## src/rtl/bga_pkg.sv

```systemverilog
`timescale 1ns/1ps
package bga_pkg;
  typedef enum logic [2:0] {
    ST_RUN       = 3'd0,
    ST_HALT_DEAD = 3'd1,
    ST_HALTED    = 3'd2,
    ST_DMA_DEAD  = 3'd3,
    ST_DMA       = 3'd4,
    ST_BACK      = 3'd5
  } arb_state_e;
endpackage

```

## src/rtl/bga_grant_fsm.sv

```systemverilog
`timescale 1ns/1ps
module bga_grant_fsm
  import bga_pkg::*;
#(
  parameter int MAX_GRANT = 15
) (
  input  logic       clk,
  input  logic       rst_n,
  input  logic       cyc_end,
  input  logic       instr_end,
  input  logic       halt_req,
  input  logic       bus_req,
  output arb_state_e state_d
);
  localparam int CW = $clog2(MAX_GRANT + 1);
  localparam logic [CW-1:0] LAST = CW'(MAX_GRANT - 1);

  arb_state_e    state_q;
  logic [CW-1:0] cnt_q, cnt_d;

  // next-state process
  always_comb begin
    state_d = state_q;
    cnt_d   = cnt_q;
    unique case (state_q)
      ST_RUN: begin
        if (bus_req)                    state_d = ST_DMA_DEAD;
        else if (halt_req && instr_end) state_d = ST_HALT_DEAD;
      end
      ST_HALT_DEAD: state_d = ST_HALTED;
      ST_HALTED:    if (!halt_req) state_d = ST_BACK;
      ST_DMA_DEAD: begin
        state_d = ST_DMA;
        cnt_d   = '0;
      end
      ST_DMA: begin
        if (!bus_req || cnt_q == LAST) state_d = ST_BACK;
        else                           cnt_d   = cnt_q + 1'b1;
      end
      ST_BACK: state_d = ST_RUN;
      default: state_d = ST_RUN;
    endcase
  end

  // register process, advanced once per bus cycle
  always_ff @(posedge clk or negedge rst_n) begin
    if (!rst_n) begin
      state_q <= ST_RUN;
      cnt_q   <= '0;
    end else if (cyc_end) begin
      state_q <= state_d;
      cnt_q   <= cnt_d;
    end
  end

  // checker: consecutive granted bus cycles held by the external master
  logic [CW:0] chk_run_q;
  always_ff @(posedge clk or negedge rst_n) begin
    if (!rst_n)                               chk_run_q <= '0;
    else if (cyc_end && state_d == ST_DMA)    chk_run_q <= chk_run_q + 1'b1;
    else if (cyc_end)                         chk_run_q <= '0;
  end

  p_grant_limit_r6: assert property (@(posedge clk) disable iff (!rst_n)
    chk_run_q <= (CW+1)'(MAX_GRANT));

  p_breq_grants_r3: assert property (@(posedge clk) disable iff (!rst_n)
    (state_q == ST_RUN && cyc_end && bus_req) |=> state_q == ST_DMA_DEAD);

  p_halt_boundary_r4: assert property (@(posedge clk) disable iff (!rst_n)
    (state_q == ST_RUN && cyc_end && !bus_req && !instr_end) |=> state_q == ST_RUN);

  p_halt_holds_r5: assert property (@(posedge clk) disable iff (!rst_n)
    (state_q == ST_HALTED && halt_req) |=> state_q == ST_HALTED);
endmodule

```

## src/rtl/bga_status_reg.sv

```systemverilog
`timescale 1ns/1ps
module bga_status_reg
  import bga_pkg::*;
(
  input  logic       clk,
  input  logic       rst_n,
  input  logic       cyc_end,
  input  arb_state_e state_d,
  input  logic       irq_ack,
  input  logic       sync_ack,
  input  logic       access_valid,
  output logic       ba,
  output logic       bs,
  output logic       bus_oe,
  output logic       dma_vma,
  output logic       force_idle
);
  logic ba_d, bs_d;
  logic ba_q, bs_q, ba_prev_q;

  // status encoding for the coming bus cycle
  always_comb begin
    unique case (state_d)
      ST_RUN: begin
        ba_d = sync_ack;
        bs_d = irq_ack && !sync_ack;
      end
      ST_BACK: begin
        ba_d = 1'b0;
        bs_d = 1'b0;
      end
      default: begin
        ba_d = 1'b1;
        bs_d = 1'b1;
      end
    endcase
  end

  always_ff @(posedge clk or negedge rst_n) begin
    if (!rst_n) begin
      ba_q      <= 1'b0;
      bs_q      <= 1'b0;
      ba_prev_q <= 1'b0;
    end else if (cyc_end) begin
      ba_q      <= ba_d;
      bs_q      <= bs_d;
      ba_prev_q <= ba_q;
    end
  end

  assign ba         = ba_q;
  assign bs         = bs_q;
  assign bus_oe     = !ba_q && !ba_prev_q;
  assign dma_vma    = (ba_q == ba_prev_q);
  assign force_idle = !bus_oe || !access_valid;

  p_trail_dead_r7: assert property (@(posedge clk) disable iff (!rst_n)
    $fell(ba_q) |-> !bus_oe);

  p_vma_on_edge_r9: assert property (@(posedge clk) disable iff (!rst_n)
    ($rose(ba_q) || $fell(ba_q)) |-> !dma_vma);
endmodule

```

## src/rtl/bus_grant_arbiter.sv

```systemverilog
`timescale 1ns/1ps
module bus_grant_arbiter
  import bga_pkg::*;
#(
  parameter int MAX_GRANT = 15
) (
  input  logic clk,
  input  logic rst_n,
  input  logic cyc_end,
  input  logic instr_end,
  input  logic halt_req,
  input  logic bus_req,
  input  logic irq_ack,
  input  logic sync_ack,
  input  logic access_valid,
  output logic ba,
  output logic bs,
  output logic bus_oe,
  output logic dma_vma,
  output logic force_idle
);
  arb_state_e state_d;

  bga_grant_fsm #(.MAX_GRANT(MAX_GRANT)) u_fsm (
    .clk       (clk),
    .rst_n     (rst_n),
    .cyc_end   (cyc_end),
    .instr_end (instr_end),
    .halt_req  (halt_req),
    .bus_req   (bus_req),
    .state_d   (state_d)
  );

  bga_status_reg u_status (
    .clk          (clk),
    .rst_n        (rst_n),
    .cyc_end      (cyc_end),
    .state_d      (state_d),
    .irq_ack      (irq_ack),
    .sync_ack     (sync_ack),
    .access_valid (access_valid),
    .ba           (ba),
    .bs           (bs),
    .bus_oe       (bus_oe),
    .dma_vma      (dma_vma),
    .force_idle   (force_idle)
  );

  p_float_when_ba_r8: assert property (@(posedge clk) disable iff (!rst_n)
    ba |-> !bus_oe);

  p_idle_forced_r10: assert property (@(posedge clk) disable iff (!rst_n)
    !bus_oe |-> force_idle);

  p_stretch_hold_r11: assert property (@(posedge clk) disable iff (!rst_n)
    !cyc_end |=> ($stable(ba) && $stable(bs)));
endmodule

```

## config.mk

```make
export PLATFORM = sky130hd
export DESIGN_NAME = bus_grant_arbiter
export DESIGN_NICKNAME = d
export VERILOG_FILES = /design/src/rtl/bga_pkg.sv /design/src/rtl/bga_grant_fsm.sv /design/src/rtl/bga_status_reg.sv /design/src/rtl/bus_grant_arbiter.sv
export SDC_FILE = /design/constraint.sdc
export NUM_CORES = 1
export LEC_CHECK = 0
export BUFFER_PORTS_ARGS = -buffer_cell sky130_fd_sc_hd__buf_2
export CAP_MARGIN = 40
export CORE_MARGIN = 10
export CORE_UTILIZATION = 25
export DETAILED_ROUTE_END_ITERATION = 12
export PLACE_DENSITY = 0.42
export SETUP_SLACK_MARGIN = 0.15
export SLEW_MARGIN = 20
export SYNTH_ARGS = -nofsm -noshare
export SYNTH_HDL_FRONTEND = slang
export SYNTH_HIERARCHICAL = 1
export SYNTH_SLANG_ARGS = --single-unit
```

## constraint.sdc

```tcl
create_clock -name clk -period 3.3 [get_ports clk]
set_input_delay 0.66 -clock clk [delete_from_list [all_inputs] [get_ports clk]]
set_output_delay 0.66 -clock clk [all_outputs]
set_load 0.01 [all_outputs]
```

==> metrics.yaml <==
r2r-start: "u_fsm/state_q[1]"
synth_fp_nets: 83
rsz0062_at_grt: "false"
cts_buffers: 3
post-route-period-util_pct: 55.5
hpwl_um: 1090
die_w_um: 72.4
gp_congestion: 0.695
path_depth: 6
p_leak_nw: 0.351
pre_cts_ws_ps: 1430
routed_wirelength_um: 1420
maxSlewHeadroom_pct: 66.3
rrSetupSlack_ps: 1470
fin_crit_ps: 1830
peakVddDrop_mv: 0.283
hp-class: "in -> async"
final_util_pct: 30.7
clock_path_buffers: 2
maxCapViolCount: 0
wl_per_cell_um: 12.5
synth_cells: 71
drtIter0Drc: 10
fp-row-count: 18
synth.distinct_cells: 32
cp.buffers_inverters: 0
ys_warn_count: 6
crit_family: "simple AND/OR/NAND/NOR gates"
slew_viol_final: 0
htreeDepth: 1
die_h_um: 72.4
post-route-cell-area_um2: 781
tightest_slew_ps: 505
layout_commonest_cell: "buf_2"
yosys_register_bits: 10
synth_largest_area_cell: "dfrtp_1"
grt_start_max_net_pins: 16
overflow: 0
syn-mean-instance-area_um2: 9.67
ff2ff_path_depth: 6
root_buffer: "clkbuf_4"
synth.cell_area_um2: 687
drive_above_1_share_pct: 27.7
grt_pass1_wl_um: 2500
clk_pin_slew_ps: 70
grt_usage_pct: 5.76
cts_tree: "done"
finalSetupViolCount: 0
fillers: 281
slowest_delay_ps: 490
final_hold_viol_count: 0
cp-end-kind: "flop"
cp_slowest_cell: "nor3b_1"
final_cell_mix: "buf_2, dfrtp_1, nand2_1, inv_1"
ys_seq_area_share_pct: 36.4
start_util_pct: 27.0
numClockSinks: 10
antenna_found_initial: 0
p_per_area_nw_per_um2: 724
clk_latency_ps: 260
postCtsSetupRepairBufs: 0
cp_data_required_time_ps: 3450
firstDrtPassIters: 6
fin_setup_tns_ps: 0
fmax_mhz: 546
nets: 97
cp_max_fo: 10
first_global_vias: 574
synthTopCellsByArea: "dfrtp_1, ha_1, a211oi_1"
antenna_cells: 0
dpl_cell_area_um2: 758
worstPathCellList: "nor3b_1, o21ai_0, nand2_1, and2_4, a21oi_2, o22a_1"
postCtsResizedCells: 0
status: "finished, final reports clean"
critical_path_class: "reg -> reg"
yosysTopAreaCellShare_pct: 36.4
r2r-end: "u_status/bs"
die_area_um2: 5240
arrival_ps: 1980
fin_ws_ps: 1470
clock_skew_ps: 6.36
core_um2: 2540
cp-start-kind: "flop"
route.detailed.drc: 0
via_per_inst: 4.94
port-buffer-count: 13
vias: 558
totalPowerFinal_w: 0.000565
areaGrowthSynthToFinish_pct: 13.7
crit_start: "u_fsm/state_q[1]"
num_io_pins: 14
ant_nets: 0
crit_end: "u_status/bs"
postCtsHoldBufs: 0
## cell families after synthesis
| group | Yosys count | share of synthesized area (%) |
|---|---|---|
| and+or+nand+nor | 30 | 29.1 |
| AOI/OAI and AO/OA | 14 | 16.0 |
| buffers and inverters | 11 | 8.38 |
| DFF | 10 | 36.4 |
| muxes | 3 | 4.55 |
| adders and majority gates | 3 | 5.47 |
## Yosys cell counts
| cell | number |
|---|---|
| ha_1 | 3 |
| or3b_1 | 1 |
| o21ai_1 | 1 |
| and4b_2 | 1 |
| a311o_1 | 2 |
| mux2i_1 | 2 |
| buf_6 | 2 |
| mux2_2 | 1 |
| and3_1 | 1 |
| o21ai_0 | 1 |
| nand2b_1 | 4 |
| a31oi_1 | 2 |
| nand3_1 | 1 |
| clkbuf_1 | 1 |
| a21oi_2 | 1 |
| inv_1 | 7 |
| buf_2 | 1 |
| nor4_2 | 1 |
| nor3b_1 | 1 |
| o22a_1 | 2 |
| nor4_4 | 1 |
| dfrtp_1 | 10 |
| nor2_1 | 4 |
| a2111o_1 | 1 |
| nand3b_1 | 1 |
| nor4_1 | 2 |
| nand4b_1 | 1 |
| nand2_1 | 7 |
| nand2b_4 | 1 |
| and2_4 | 1 |
| nor3_1 | 2 |
| a211oi_1 | 4 |
## stage by stage
stage,hold slack [ps],std cells
after floorplan,364,71
after global placement,498,110
after detailed placement,500,110
after CTS,258,113
after global routing,262,113
final,251,113
## registers in the layout (all words and copies together) (netlist names)
register,flops
u_fsm/cnt_q,4
u_fsm/state_q,3
u_status/ba,1
u_status/ba_prev_q,1
u_status/bs,1
## routing by layer
metal / GRT usage (%) / vias to the layer above / share of wire, %
met3: 1.77 / 2 / 3.9
met5: 0 / - / 0
met2: 9.52 / 7 / 48
met1: 6.67 / 267 / 47
li1: - / 282 / -
met4: 2.53 / 0 / 0.92
## worst min-delay path by stage
stage,end,slack [ps],cells past startpoint
floorplan,u_fsm/cnt_q[0],360,0
global placement,u_status/bs,500,1
detailed placement,u_fsm/cnt_q[2],500,1
CTS,u_fsm/state_q[0],260,1
global route,u_fsm/state_q[0],260,1
finish,u_fsm/state_q[0],250,1
## final cells by class
class / count / area, µm² / share of cell area [%]
inverters: 7 / 26.3 / 3.37
repair buffers: 13 / 65.1 / 8.33
well taps: 30 / 37.5 / 4.81
flip-flops and latches: 10 / 250 / 32.1
multi-input cells: 50 / 379 / 48.6
clock buffers: 3 / 22.5 / 2.88
## power by group
| group | total, W | switching, W | internal, W |
|---|---|---|---|
| combinational | 0.000249 | 0.000129 | 0.000120 |
| clock | 0.0000831 | 0.0000410 | 0.0000420 |
| sequential | 0.000233 | 0.0000616 | 0.000172 |
| total | 0.000565 | 0.000232 | 0.000334 |
(Power assumes the default switching activity.)
